[src/rtl/sweep_pkg.sv]
package sweep_pkg;
  typedef enum logic {
    MODE_SWEEP = 1'b0,
    MODE_TRACK = 1'b1
  } sweep_mode_e;

  localparam int unsigned DIR_POS = 0;
  localparam int unsigned DIR_NEG = 1;
  localparam int unsigned N_DIR   = 2;
endpackage

[src/rtl/sweep_sync.sv]
module sweep_sync #(
  parameter int unsigned WIDTH  = 1,
  parameter int unsigned STAGES = 2
) (
  input  logic             clk_i,
  input  logic             rst_ni,
  input  logic [WIDTH-1:0] d_i,
  output logic [WIDTH-1:0] q_o
);
  logic [WIDTH-1:0] stg_q [STAGES];

  for (genvar s = 0; s < STAGES; s++) begin : g_stg
    always_ff @(posedge clk_i or negedge rst_ni) begin
      if (!rst_ni) stg_q[s] <= '0;
      else if (s == 0) stg_q[s] <= d_i;
      else stg_q[s] <= stg_q[(s == 0) ? 0 : s-1];
    end
  end

  assign q_o = stg_q[STAGES-1];
endmodule

[src/rtl/sweep_tick.sv]
module sweep_tick #(
  parameter int unsigned TICK_DIV = 976_563
) (
  input  logic clk_i,
  input  logic rst_ni,
  output logic tick_o
);
  localparam int unsigned CW = (TICK_DIV > 1) ? $clog2(TICK_DIV) : 1;
  localparam logic [CW-1:0] LAST = CW'(TICK_DIV - 1);

  logic [CW-1:0] cnt_q;

  assign tick_o = (cnt_q == LAST);

  always_ff @(posedge clk_i or negedge rst_ni) begin
    if (!rst_ni)     cnt_q <= '0;
    else if (tick_o) cnt_q <= '0;
    else             cnt_q <= cnt_q + 1'b1;
  end

  if (TICK_DIV > 1) begin : g_chk
    assert_tick_spacing_R1: assert property (@(posedge clk_i) disable iff (!rst_ni)
      tick_o |=> !tick_o);
  end
endmodule

[src/rtl/sweep_hyst.sv]
module sweep_hyst (
  input  logic clk_i,
  input  logic rst_ni,
  input  logic trip_i,
  input  logic hold_i,
  output logic armed_o
);
  logic armed_q;

  // trip dominates; release only once the lower threshold is also gone
  always_ff @(posedge clk_i or negedge rst_ni) begin
    if (!rst_ni)      armed_q <= 1'b0;
    else if (trip_i)  armed_q <= 1'b1;
    else if (!hold_i) armed_q <= 1'b0;
  end

  assign armed_o = armed_q;

  assert_arm_on_trip_R6: assert property (@(posedge clk_i) disable iff (!rst_ni)
    trip_i |=> armed_o);
  assert_keep_while_hold_R6: assert property (@(posedge clk_i) disable iff (!rst_ni)
    (armed_o && hold_i) |=> armed_o);
  assert_release_R6: assert property (@(posedge clk_i) disable iff (!rst_ni)
    (!trip_i && !hold_i) |=> !armed_o);
endmodule

[src/rtl/sweep_ctrl.sv]
module sweep_ctrl
  import sweep_pkg::*;
#(
  parameter int unsigned CODE_W      = 8,
  parameter int unsigned TICK_DIV    = 976_563,
  parameter int unsigned SYNC_STAGES = 2
) (
  input  logic              clk_i,
  input  logic              rst_ni,
  input  logic              lock_i,
  input  logic              pos_trip_i,
  input  logic              pos_hold_i,
  input  logic              neg_trip_i,
  input  logic              neg_hold_i,
  output logic [CODE_W-1:0] code_o
);
  localparam int unsigned N_IN = 1 + 2 * N_DIR;
  localparam logic [CODE_W-1:0] CODE_MAX = '1;

  logic [N_IN-1:0]  raw, syn;
  logic [N_DIR-1:0] trip_s, hold_s, armed;
  logic             lock_s, tick;
  sweep_mode_e      mode;
  logic             step_up, step_dn;
  logic [CODE_W-1:0] code_q, code_d;

  assign raw = {neg_hold_i, neg_trip_i, pos_hold_i, pos_trip_i, lock_i};

  sweep_sync #(.WIDTH(N_IN), .STAGES(SYNC_STAGES)) u_sync (
    .clk_i, .rst_ni, .d_i(raw), .q_o(syn)
  );

  assign lock_s = syn[0];

  for (genvar d = 0; d < N_DIR; d++) begin : g_dir
    assign trip_s[d] = syn[1 + 2*d];
    assign hold_s[d] = syn[2 + 2*d];
    sweep_hyst u_hyst (
      .clk_i, .rst_ni, .trip_i(trip_s[d]), .hold_i(hold_s[d]), .armed_o(armed[d])
    );
  end

  sweep_tick #(.TICK_DIV(TICK_DIV)) u_tick (
    .clk_i, .rst_ni, .tick_o(tick)
  );

  assign mode    = lock_s ? MODE_TRACK : MODE_SWEEP;
  assign step_up = armed[DIR_POS] && !armed[DIR_NEG];
  assign step_dn = armed[DIR_NEG] && !armed[DIR_POS];

  always_comb begin
    code_d = code_q;
    if (tick) begin
      unique case (mode)
        MODE_SWEEP: code_d = code_q + 1'b1;
        MODE_TRACK: begin
          if (step_up && code_q != CODE_MAX)  code_d = code_q + 1'b1;
          else if (step_dn && code_q != '0)   code_d = code_q - 1'b1;
        end
        default: code_d = code_q;
      endcase
    end
  end

  always_ff @(posedge clk_i or negedge rst_ni) begin
    if (!rst_ni) code_q <= '0;
    else         code_q <= code_d;
  end

  assign code_o = code_q;

  assert_only_on_tick_R1: assert property (@(posedge clk_i) disable iff (!rst_ni)
    !tick |=> $stable(code_o));
  assert_sweep_wrap_R3: assert property (@(posedge clk_i) disable iff (!rst_ni)
    (tick && !lock_s && code_o == CODE_MAX) |=> code_o == '0);
  assert_freeze_R4: assert property (@(posedge clk_i) disable iff (!rst_ni)
    (lock_s && armed == '0) |=> $stable(code_o));
  assert_sat_top_R7: assert property (@(posedge clk_i) disable iff (!rst_ni)
    (lock_s && code_o == CODE_MAX) |=> code_o != '0);
  assert_sat_bottom_R7: assert property (@(posedge clk_i) disable iff (!rst_ni)
    (lock_s && code_o == '0) |=> code_o != CODE_MAX);
  assert_cancel_R8: assert property (@(posedge clk_i) disable iff (!rst_ni)
    (lock_s && &armed) |=> $stable(code_o));
endmodule

[config.mk]
export PLATFORM = sky130hd
export DESIGN_NAME = sweep_ctrl
export DESIGN_NICKNAME = d
export VERILOG_FILES = /design/src/rtl/sweep_pkg.sv /design/src/rtl/sweep_sync.sv /design/src/rtl/sweep_tick.sv /design/src/rtl/sweep_hyst.sv /design/src/rtl/sweep_ctrl.sv
export SDC_FILE = /design/constraint.sdc
export NUM_CORES = 1
export LEC_CHECK = 0
export BUFFER_PORTS_ARGS = -buffer_cell sky130_fd_sc_hd__buf_2
export CORE_UTILIZATION = 40
export CTS_BUF_LIST = sky130_fd_sc_hd__clkbuf_2 sky130_fd_sc_hd__clkbuf_4 sky130_fd_sc_hd__clkbuf_8
export DETAILED_ROUTE_END_ITERATION = 16
export PLACE_DENSITY = 0.65
export SKIP_LAST_GASP = 1
export SYNTH_ARGS = -nofsm -noshare
export SYNTH_HDL_FRONTEND = slang
export SYNTH_SLANG_ARGS = --single-unit
[constraint.sdc]
create_clock -name clk_i -period 2 [get_ports clk_i]
set_clock_uncertainty 0.15 [all_clocks]
set_input_delay 0.3 -clock clk_i [delete_from_list [all_inputs] [get_ports clk_i]]
set_output_delay 0.3 -clock clk_i [all_outputs]
set_load 0.02 [all_outputs]
# After elaboration in Yosys (flattened, before gate mapping)
# Cells that the tools add are included.
# word_totals
ff_bits	40
latchBits	0
ramBits	0
rom_bits	0
input_bits	7
out_inout_bits	8
mem_count	0
# classes
n_addsub	3
n_mul	0
div	0
magnitude_cmp	0
n_eq_ne	5
shift	0
n_mux	9
n_bitwise	1
reduce_logical	8
# ops
cell	n
adder 20 x 1 -> 20 bit (second input constant)	1
equality test 20 bit (second input constant)	1
two-way mux 20 bit	1
two-way mux 8 bit	2
one-hot mux 8 bit (2 select lines)	1
adder 8 x 1 -> 8 bit (second input constant)	1
!= test 8 bit (second input constant)	1
nonzero test 8 bit	1
subtractor 8 x 1 -> 8 bit (second input constant)	1
two-way mux 1 bit	5
logical AND 1 bit	4
!= test 2 bit (second input constant)	2
!= test 3 x 1 -> 1 bit (second input constant)	1
zero test 1 bit	2
AND reduction 2 bit	1
NOT 1 bit	1

# Logic depth before layout (Yosys ltp)
# Gate-level depths: netlist of run 1.
# depth
ltp_word	6
depth_mapped	7
ltp_nobuf	7

# By module
# Synthesis of run 1 repeated with hierarchy kept, for this count alone.
# unflattened
cells_unflattened	192
hier_area_um2	2049.5
# by_module_without_submodules
module	instances	cells_each	area_per_inst_um2	seq_area_each_um2
sweep_tick	1	108	1073.5	500.5
sweep_ctrl	1	65	623.1	200.2
sweep_sync	1	15	287.8	250.2
sweep_hyst	2	2	32.5	25.0

# Worst setup path after synthesis of run 1
# No wires, ideal clock.
# synth_path
path_type	register -> register
startpoint	register code_q[1], in the netlist code_o[1]
endpoint	register code_q[5], in the netlist code_o[5]
setup_ns	0.080
t_arrival_ns	1.931
t_required_ns	1.770
setup_slack_ns	-0.161
path_stages_with_launch	7
path_cell_list	dfrtp_1 -> ha_1 -> nand4_1 -> a2bb2oi_2 -> or4_1 -> a211oi_2 -> xor2_1
# synth_between
elab_chain_cells	4
# synth_rtl
element	line_no	source
from (decl)	sweep_ctrl.sv:25	logic [CODE_W-1:0] code_q, code_d;
from (signal assigned)	sweep_ctrl.sv:67	else code_q <= code_d;
subtractor 8 x 1 -> 8 bit, or another cell as far along	sweep_ctrl.sv:58	else if (step_dn && code_q != '0) code_d = code_q - 1'b1;
two-way mux 8 bit, or another cell as far along	sweep_ctrl.sv:58	
two-way mux 8 bit or != test 3 x 1 -> 1 bit (tied branches)	n/a	
one-hot mux 8 bit (2 select lines) or AND reduction 2 bit (tied branches)	n/a	
# Several ways; a longest one is shown, not always the timed one. The select of a mux whose other input is x is not followed.
# A chain may end at the register's enable or synchronous reset.

# Worst setup path after layout of run 1
# Ends and elaborated chain as after synthesis.

==> qor.yml, run 1 <==
arrival_ns: 2.05
fin_crit_ns: 1.98
r2r-start: "code_o[1]"
power_mw: 1.55
start_util: 0.417
vias: 1442
fin_crit_sh: 0.989
cp-endpoint: "code_o[5]"
cts-root-buf: "clkbuf_8"
die-area_sq_um: 4850
antenna_found_initial: 0
ff2ff_path_depth: 4
critPathSlowestCell: "or4_4"
startpoint: "code_o[1]"
coreArea_sq_um: 4380
grt.total_usage: 0.187
rsz0062_at_grt: "yes"
io_pins: 15
syn_avg_cell_area_sq_um: 10.8
worstPathRequired_ns: 2.07
clock_latency_ns: 0.30
cts.clk_slew.worst_paths_ns: 0.09
peakVddDrop_uv: 375
cts_made_buffers: 5
fp-row-count: 24
die_y_um: 69.6
die_w_um: 69.6
fin_ws_ns: 0.0219
synth_nets: 181
grt_max_degree: 20
cp_max_fo: 4
nets: 227
hold_violations: 0
totalWireLength_um: 4040
maxSlewViolCount: 0
whs_ns: 0.203
wire_per_inst_um: 15.1
netlist_instances: 169
drc: 0
drtIter0Drc: 75
preCtsSetupSlack_ns: -0.0993
cts.path.max_buffers: 2
total_leakage_power_nw: 1.11
overflow: 0
antenna_left: 0
io_buffers: 14
utilization: 0.545
dpl.hpwl_um: 2750
critical_path.startpoint_type: "flop"
synth_area_sq_um: 1830
design_area_sq_um: 2390
cts_sinks: 40
tightest_slew_ns: 0.430
final_cell_count_no_fill: 268
setup_viol: 0
grt_pass1_wl_um: 7070
cts_tree: "done"
syn_to_final_growth_pct: 30.5
place.gp.congestion: 0.869
diodes: 0
hold_class: "flop to flop"
r2r_setup_slack_ns: 0.02
synth_seq_area_share: 0.547
crit_chain: "or3_4 -> or4_4 -> a211oi_4 -> xor2_1"
max_slew_margin: 0.711
synth_seq_cells: 40
synth.distinct_cells: 34
ys_warn_count: 0
fmax_ghz: 0.506
setup_tns_ns: 0
power_density_nw_per_um2: 649
drive_gt1_frac: 0.287
grt_pass1_vias: 1567
place_inst: 248
vias_per_cell: 5.38
worst-setup-path-type: "flop to flop"
worst_r2r_endpoint: "code_o[5]"
mostFrequentLayoutCell: "dfrtp_1"
cts_max_level: 2
maxCapViolations: 0
cp-end-kind: "flop"
status: "completed"
place_area_sq_um: 2100
max_stage_delay_ns: 0.50
firstDrtPassIters: 4
final_cell_mix: "dfrtp_1 (36), buf_4 (20), nor2_1 (19)"
[critical path, delay by kind of cell (launching register included)]
kind,cells,cell delay [ns]
flops,1,0.45
simple gates,2,0.89
xor+xnor,1,0.16
compound gates,1,0.24
[worst min path at each step]
| stage | endpoint | depth (start not counted) | from |
|---|---|---|---|
| after global routing | u_sync.q_o[4] | 0 | u_sync.stg_q[9] |
| after floorplan | code_o[0] | 0 | rst_ni |
| after global placement | code_o[7] | 1 | rst_ni |
| after detailed placement | code_o[5] | 1 | rst_ni |
| final | u_sync.q_o[1] | 0 | u_sync.stg_q[6] |
| after CTS | u_sync.q_o[2] | 0 | u_sync.stg_q[7] |
[Yosys cell counts, drive strengths merged]
library cell  number  area [sq um]
or4                1          7.51
mux2i              1          10.0
nor2              20          75.1
ha                 5          62.6
o22ai              1          6.26
and3               4          25.0
nor3b              2          15.0
inv                5          18.8
a21o               3          22.5
o2bb2ai            1          8.76
a2bb2oi            1          15.0
a211oi             2          20.0
o21ai              3          15.0
nor4               1          6.26
clkbuf             3          12.5
or2                1          6.26
dfrtp             40          1000
and4               2          17.5
xor2              14           123
nand2b             2          12.5
nand4             11          68.8
nand3             10          50.1
xnor2              9          78.8
nor4b              1          8.76
nor3               4          25.0
nand3b             2          15.0
o221ai             1          8.76
nand4b             2          17.5
or3                2          12.5
nand2              9          33.8
a21oi              6          30.0
[registers in the layout (all words and copies together) (netlist names)]
register	count
code_o	8
g_dir.u_hyst.armed_o	2
u_sync.q_o	5
u_sync.stg_q	5
u_tick.cnt_q	20
[timing repair]
action	4_1_cts	5_1_grt
pin swaps	4	7
endpoints found under the hold margin	22	0
endpoints found under the setup margin	5	20
setup buffers	5	1
hold buffers	6	0
gates resized for setup	7	8
[final cells by class]
type,count,area (sq um)
clock buffers,5,68.8
well taps,52,65.1
flip-flops and latches,40,1010
repair buffers,42,303
clock inverters,3,42.5
multi-input cells,121,883
inverters,5,18.8
fillers,388,2000
[where the power goes]
group	switching, mW	internal [mW]	leakage, nW
Sequential	0.00532	0.821	0.508
Combinational	0.0365	0.0282	0.544
Clock	0.289	0.369	0.0541
[kinds of logic after synthesis]
family          synth area share
simple gates               0.217
flops                      0.547
xor+xnor                   0.110
compound gates            0.0691
buf+inv                   0.0171
fa+ha+maj                 0.0342
mux                      0.00547
[routing by layer]
| metal | up-vias | global-route usage | part of all wire |
|---|---|---|---|
| met4 | 0 | 0.0933 | 0.016 |
| met1 | 715 | 0.209 | 0.41 |
| met2 | 36 | 0.331 | 0.53 |
| li1 | 685 | - | - |
| met3 | 6 | 0.0451 | 0.046 |
| met5 | - | 0 | 0 |
Power figures use the tool's default switching activity.
==> run 2, diff against run 1 <==
- CORE_UTILIZATION: 40 -> 55
- PLACE_DENSITY: 0.65 -> 0.83
==> run 2 against run 1 <==
Combinational power shrank 3.6%. Critical path depth is 1 higher. Die area fell by 27%. Critical path type unchanged.
==> qor.yml, run 2 (same netlist as run 1, synthesis figures left out) <==
vias: 1417  # was 1,442
place.gp.congestion: 0.870  # was 0.869
cp_max_fo: 7  # was 4
grt_max_degree: 22  # was 20
worst_r2r_endpoint: "code_o[5]"  # unchanged
firstDrtPassIters: 4  # unchanged
drtIter0Drc: 126  # was 75
max_stage_delay_ns: 0.47  # was 0.50 ns
status: "completed"  # unchanged
total_leakage_power_nw: 1.04  # was 1.11 nW
die_w_um: 59.7  # was 69.6 um
mostFrequentLayoutCell: "dfrtp_1"  # unchanged
largest_reg_flops: 20  # unchanged
overflow: 0  # unchanged
place_area_sq_um: 2100  # about the same
r2r_setup_slack_ns: 0.01  # was 0.02 ns
holdPathStages: 0  # unchanged
final_cell_mix: "dfrtp_1 (36), nor2_1 (20), xor2_1 (14), buf_2 (14), buf_4 (13)"  # was dfrtp_1 (36), buf_4 (20), nor2_1 (19)
nets: 220  # was 227
setup_tns_ns: 0  # unchanged
largest_register: "u_tick.cnt_q"  # unchanged
cts.path.max_buffers: 2  # unchanged
post-cts-setup-buffers: 0  # was 5
whs_ns: 0.211  # was 0.203 ns
antenna_found_initial: 0  # unchanged
fin_crit_ns: 1.99  # was 1.98 ns
coreArea_sq_um: 3100  # was 4380 sq um
rsz0062_at_grt: "yes"  # unchanged
final_cell_count_no_fill: 253  # was 268
maxSlewViolCount: 0  # unchanged
design_area_sq_um: 2250  # was 2390 sq um
cpLargestDelayFamily: "simple AND/OR/NAND/NOR gates"  # unchanged
io_buffers: 14  # unchanged
syn_to_final_growth_pct: 23.0  # was 30.5%
critPathSlowestCell: "or3_4"  # was or4_4
path_buf_inv: 0  # unchanged
worstHoldEndpoint: "u_sync.q_o[0]"  # was u_sync.q_o[1]
fmax_ghz: 0.502  # was 0.506 GHz
place_inst: 239  # was 248
worstPathRequired_ns: 2.14  # was 2.07 ns
cp-end-kind: "flop"  # unchanged
drc: 0  # unchanged
vias_per_cell: 5.60  # was 5.38
hold_class: "flop to flop"  # unchanged
tightest_slew_ns: 0.515  # was 0.430 ns
grt_pass1_vias: 1454  # was 1,567
ff2ff_path_depth: 5  # was 4
arrival_ns: 2.13  # was 2.05 ns
start_util: 0.590  # was 0.417
critical_path.startpoint_type: "flop"  # unchanged
diodes: 0  # unchanged
fin_crit_sh: 0.995  # was 0.989
worst-setup-path-type: "flop to flop"  # unchanged
utilization: 0.725  # was 0.545
die-area_sq_um: 3560  # was 4850 sq um
maxCapViolations: 0  # unchanged
io_pins: 15  # unchanged
peakVddDrop_uv: 508  # was 375 uV
setup_viol: 0  # unchanged
grt.total_usage: 0.254  # was 0.187
hold_violations: 0  # unchanged
wire_per_inst_um: 14.9  # was 15.1 um
drive_gt1_frac: 0.230  # was 0.287
dpl.hpwl_um: 2710  # was 2750 um
cts_made_buffers: 5  # unchanged
hp-start: "u_sync.stg_q[5]"  # was u_sync.stg_q[6]
cts.clk_slew.worst_paths_ns: 0.12  # was 0.09 ns
clock_latency_ns: 0.35  # was 0.30 ns
r2r-start: "u_tick.cnt_q[6]"  # was code_o[1]
die_y_um: 59.7  # was 69.6 um
totalWireLength_um: 3760  # was 4040 um
fp-row-count: 20  # was 24
max_slew_margin: 0.657  # was 0.711
antenna_left: 0  # unchanged
cts-root-buf: "clkbuf_4"  # was clkbuf_8
cts_sinks: 40  # unchanged
cts_max_level: 2  # unchanged
power_density_nw_per_um2: 630  # was 649 nW/um^2
crit_chain: "nor4b_1 -> nand4_1 -> or3_4 -> a211oi_2 -> xor2_1"  # was or3_4 -> or4_4 -> a211oi_4 -> xor2_1
cts_tree: "done"  # unchanged
grt_pass1_wl_um: 6440  # was 7070 um
[run 2: changes by cell type in the layout (fill, tap and decap cells not counted), moves of 2 or more]
cell | before | now
clkbuf_8 | 5 | 0
buf_4 | 20 | 13
a21oi_1 | 4 | 6
clkbuf_4 | 0 | 5
[run 2: how the worst max path moves through the flow]
stage / start / end / slack (ns) / cells after the start
6_report: u_tick.cnt_q[6] / code_o[5] / 0.01 / 5
5_1_grt: code_o[1] / code_o[5] / -0.1 / 6
4_1_cts: u_tick.cnt_q[6] / code_o[5] / 0.02 / 5
3_5_place_dp: u_tick.cnt_q[6] / code_o[5] / -0.02 / 5
3_3_place_gp: u_tick.cnt_q[6] / code_o[5] / 0.03 / 5
2_1_floorplan: code_o[1] / code_o[5] / 0.03 / 6
[run 2: per-layer routing]
layer  up-vias  global-route usage  part of all wire
met2        48               0.410              0.49
li1        669                   -                 -
met4         0               0.136             0.016
met5         -                   0                 0
met3         8              0.0714             0.053
met1       692               0.309              0.44
[run 2: cell type report]
type | count | area (sq um)
Sequential cell | 40 | 1010
Fill cell | 230 | 853
Multi-Input combinational cell | 121 | 831
Timing Repair Buffer | 35 | 259
Tap cell | 44 | 55.1
Clock inverter | 3 | 42.5
Clock buffer | 5 | 37.5
Inverter | 5 | 18.8
[run 2: what timing repair did]
item                       in CTS  in global routing
hold endpoints to repair       25                  0
gates resized for setup         1                  2
hold buffers                    6                  0
setup endpoints to repair       2                  6
[run 2: power by group]
part	switching, mW	leakage, nW	internal, mW	total [mW]
logic	0.0346	0.491	0.0279	0.0624
clock network	0.268	0.0412	0.260	0.529
registers	0.00501	0.508	0.821	0.826
total	0.308	1.04	1.11	1.42
[run 2: stage by stage]
step | power, mW | setup slack (ns)
after global routing | 1.48 | -0.0967
final | 1.42 | 0.00952
after floorplan | 0.860 | 0.0255
after detailed placement | 0.896 | -0.0174
after CTS | 1.43 | 0.0241
after global placement | 0.893 | 0.0324
[run 2: worst register-to-register path, delay by kind of cell (launching register included)]
kind / cells / cell delay, ns
compound gates: 1 / 0.25
xor+xnor: 1 / 0.16
flops: 1 / 0.41
simple gates: 3 / 0.97
==> run 3, diff against run 2 <==
- CORE_UTILIZATION: 55 -> 30
- PLACE_DENSITY: 0.83 -> 0.53
- SLEW_MARGIN: default -> 20
==> run 3 against run 2 <==
Critical path depth is 1 higher. Total power is 9.5% higher. Largest cell class unchanged. Flip-flop and latch count stayed put. Maximum frequency is 1.5% higher. Routed wire length is 6.1% lower. Non-clock buffer count is 8 higher. Critical endpoint unchanged. Global-route usage is 13 points lower. Sequential power hardly changed. First-iteration DRC count is 66% lower.
==> qor.yml, run 3 (same netlist as run 1, synthesis figures left out) <==
status: "completed"  # unchanged
setup_tns_ns: 0  # unchanged
largest_register: "u_tick.cnt_q"  # unchanged
utilization: 0.404  # was 0.725
maxCapViolations: 0  # unchanged
fin_crit_ns: 1.96  # was 1.99 ns
fp-row-count: 28  # was 20
fin_ws_ns: 0.0382  # was 0.00952 ns
drive_gt1_frac: 0.263  # was 0.230
peakVddDrop_uv: 281  # was 508 uV
grt.total_usage: 0.128  # was 0.254
final_cell_count_no_fill: 292  # was 253
hold_class: "input pin to async pin"  # was flop to flop
io_pins: 15  # unchanged
mostFrequentLayoutCell: "dfrtp_1"  # unchanged
cts.path.max_buffers: 2  # unchanged
arrival_ns: 2.03  # was 2.13 ns
antenna_left: 0  # unchanged
antenna_found_initial: 0  # unchanged
critPathSlowestCell: "dfrtp_2"  # was or3_4
clock_latency_ns: 0.29  # was 0.35 ns
cts_tree: "done"  # unchanged
dpl.hpwl_um: 2590  # was 2710 um
vias: 1368  # was 1,417
hold_violations: 0  # unchanged
cts.clk_slew.worst_paths_ns: 0.08  # was 0.12 ns
max_stage_delay_ns: 0.45  # was 0.47 ns
place_inst: 278  # was 239
cp_max_fo: 7  # unchanged
critical_path.startpoint_type: "flop"  # unchanged
grt_pass1_vias: 1311  # was 1,454
final_cell_mix: "dfrtp_1 (36), buf_4 (23), nor2_1 (20)"  # was dfrtp_1 (36), nor2_1 (20), xor2_1 (14), buf_2 (14), buf_4 (13)
design_area_sq_um: 2380  # was 2250 sq um
max_slew_margin: 0.765  # was 0.657
syn_to_final_growth_pct: 29.9  # was 23.0%
vias_per_cell: 4.68  # was 5.60
die_y_um: 80.1  # was 59.7 um
ff2ff_path_depth: 6  # was 5
cts_sinks: 40  # unchanged
grt_pass1_wl_um: 6110  # was 6440 um
power_density_nw_per_um2: 653  # was 630 nW/um^2
place_area_sq_um: 2180  # was 2100 sq um
start_util: 0.311  # was 0.590
maxSlewViolCount: 0  # unchanged
cp-end-kind: "flop"  # unchanged
crit_chain: "ha_4 -> nand4_1 -> a2bb2oi_4 -> or4_1 -> a211oi_2 -> xor2_1"  # was nor4b_1 -> nand4_1 -> or3_4 -> a211oi_2 -> xor2_1
totalWireLength_um: 3530  # was 3760 um
power_mw: 1.55  # was 1.42 mW
grt_max_degree: 27  # was 22
die-area_sq_um: 6410  # was 3560 sq um
coreArea_sq_um: 5890  # was 3100 sq um
io_buffers: 14  # unchanged
place.gp.congestion: 0.830  # was 0.870
tightest_slew_ns: 0.353  # was 0.515 ns
setup_viol: 0  # unchanged
total_leakage_power_nw: 1.10  # was 1.04 nW
whs_ns: 0.198  # was 0.211 ns
largest_reg_flops: 20  # unchanged
drc: 0  # unchanged
worstPathRequired_ns: 2.07  # was 2.14 ns
cts-root-buf: "clkbuf_8"  # was clkbuf_4
die_w_um: 80.1  # was 59.7 um
fin_crit_sh: 0.981  # was 0.995
drtIter0Drc: 43  # was 126
wire_per_inst_um: 12.1  # was 14.9 um
firstDrtPassIters: 4  # unchanged
rsz0062_at_grt: "yes"  # unchanged
preCtsSetupSlack_ns: 0.0151  # was -0.0174 ns
nets: 228  # was 220
cts_max_level: 2  # unchanged
fmax_ghz: 0.510  # was 0.502 GHz
worst-setup-path-type: "flop to flop"  # unchanged
cts_made_buffers: 5  # unchanged
diodes: 0  # unchanged
overflow: 0  # unchanged
post-cts-setup-buffers: 0  # unchanged
==> run 3: cell types whose count changed in the layout (fill, tap and decap cells not counted), moves of 2 or more <==
cell	delta
buf_4	+10
clkbuf_4	-5
clkbuf_8	+5
a21oi_1	-2
a21oi_2	+2
==> run 3: worst max-delay path: cells and delay by family (launching register included) <==
family | cells | cell delay, ns
AO/OA/AOI/OAI | 2 | 0.39
flip-flops | 1 | 0.45
adder cells (fa/ha/maj) | 1 | 0.16
XOR/XNOR | 1 | 0.16
AND/OR/NAND/NOR | 2 | 0.57
==> run 3: cell type report <==
cell class | instances | area [sq um]
clock buffer | 5 | 68.8
clock inverter | 3 | 46.3
fill | 583 | 3510
inverter | 5 | 18.8
multi-input combinational | 121 | 840
sequential | 40 | 1010
tap | 75 | 93.8
timing repair buffer | 43 | 303
==> run 3: final timing paths <==
| kind | slack (ns) | to | startpoint |
|---|---|---|---|
| hold / removal | 0.20 | u_tick.cnt_q[12] | rst_ni |
| setup / recovery | 0.04 | code_o[5] | code_o[1] |
| hold reg to reg | 0.20 | u_sync.q_o[4] | u_sync.stg_q[9] |
| max in group asynchronous | 0.96 | code_o[4] | rst_ni |
| setup reg to reg | 0.04 | code_o[5] | code_o[1] |
| min in group clk_i | 0.20 | u_sync.q_o[4] | u_sync.stg_q[9] |
==> run 3: where the power goes <==
group	switching (mW)	internal (mW)	total, mW	leakage (nW)
sequential	0.00451	0.821	0.825	0.508
clock	0.293	0.376	0.669	0.0548
combinational	0.0322	0.0265	0.0587	0.541
==> run 3: repair_timing <==
item | 4_1_cts | 5_1_grt
gates resized for setup | 0 | 4
hold buffers | 6 | 0
endpoints found under the hold margin | 45 | 0
setup endpoints to repair | 0 | 6
==> run 3: routing by layer <==
layer / vias up / global-route usage / wire length, um
met5: - / 0 / 0
met4: 0 / 0.0679 / 125
met3: 10 / 0.0341 / 91
met2: 22 / 0.191 / 1570
met1: 645 / 0.168 / 1750
li1: 691 / - / -
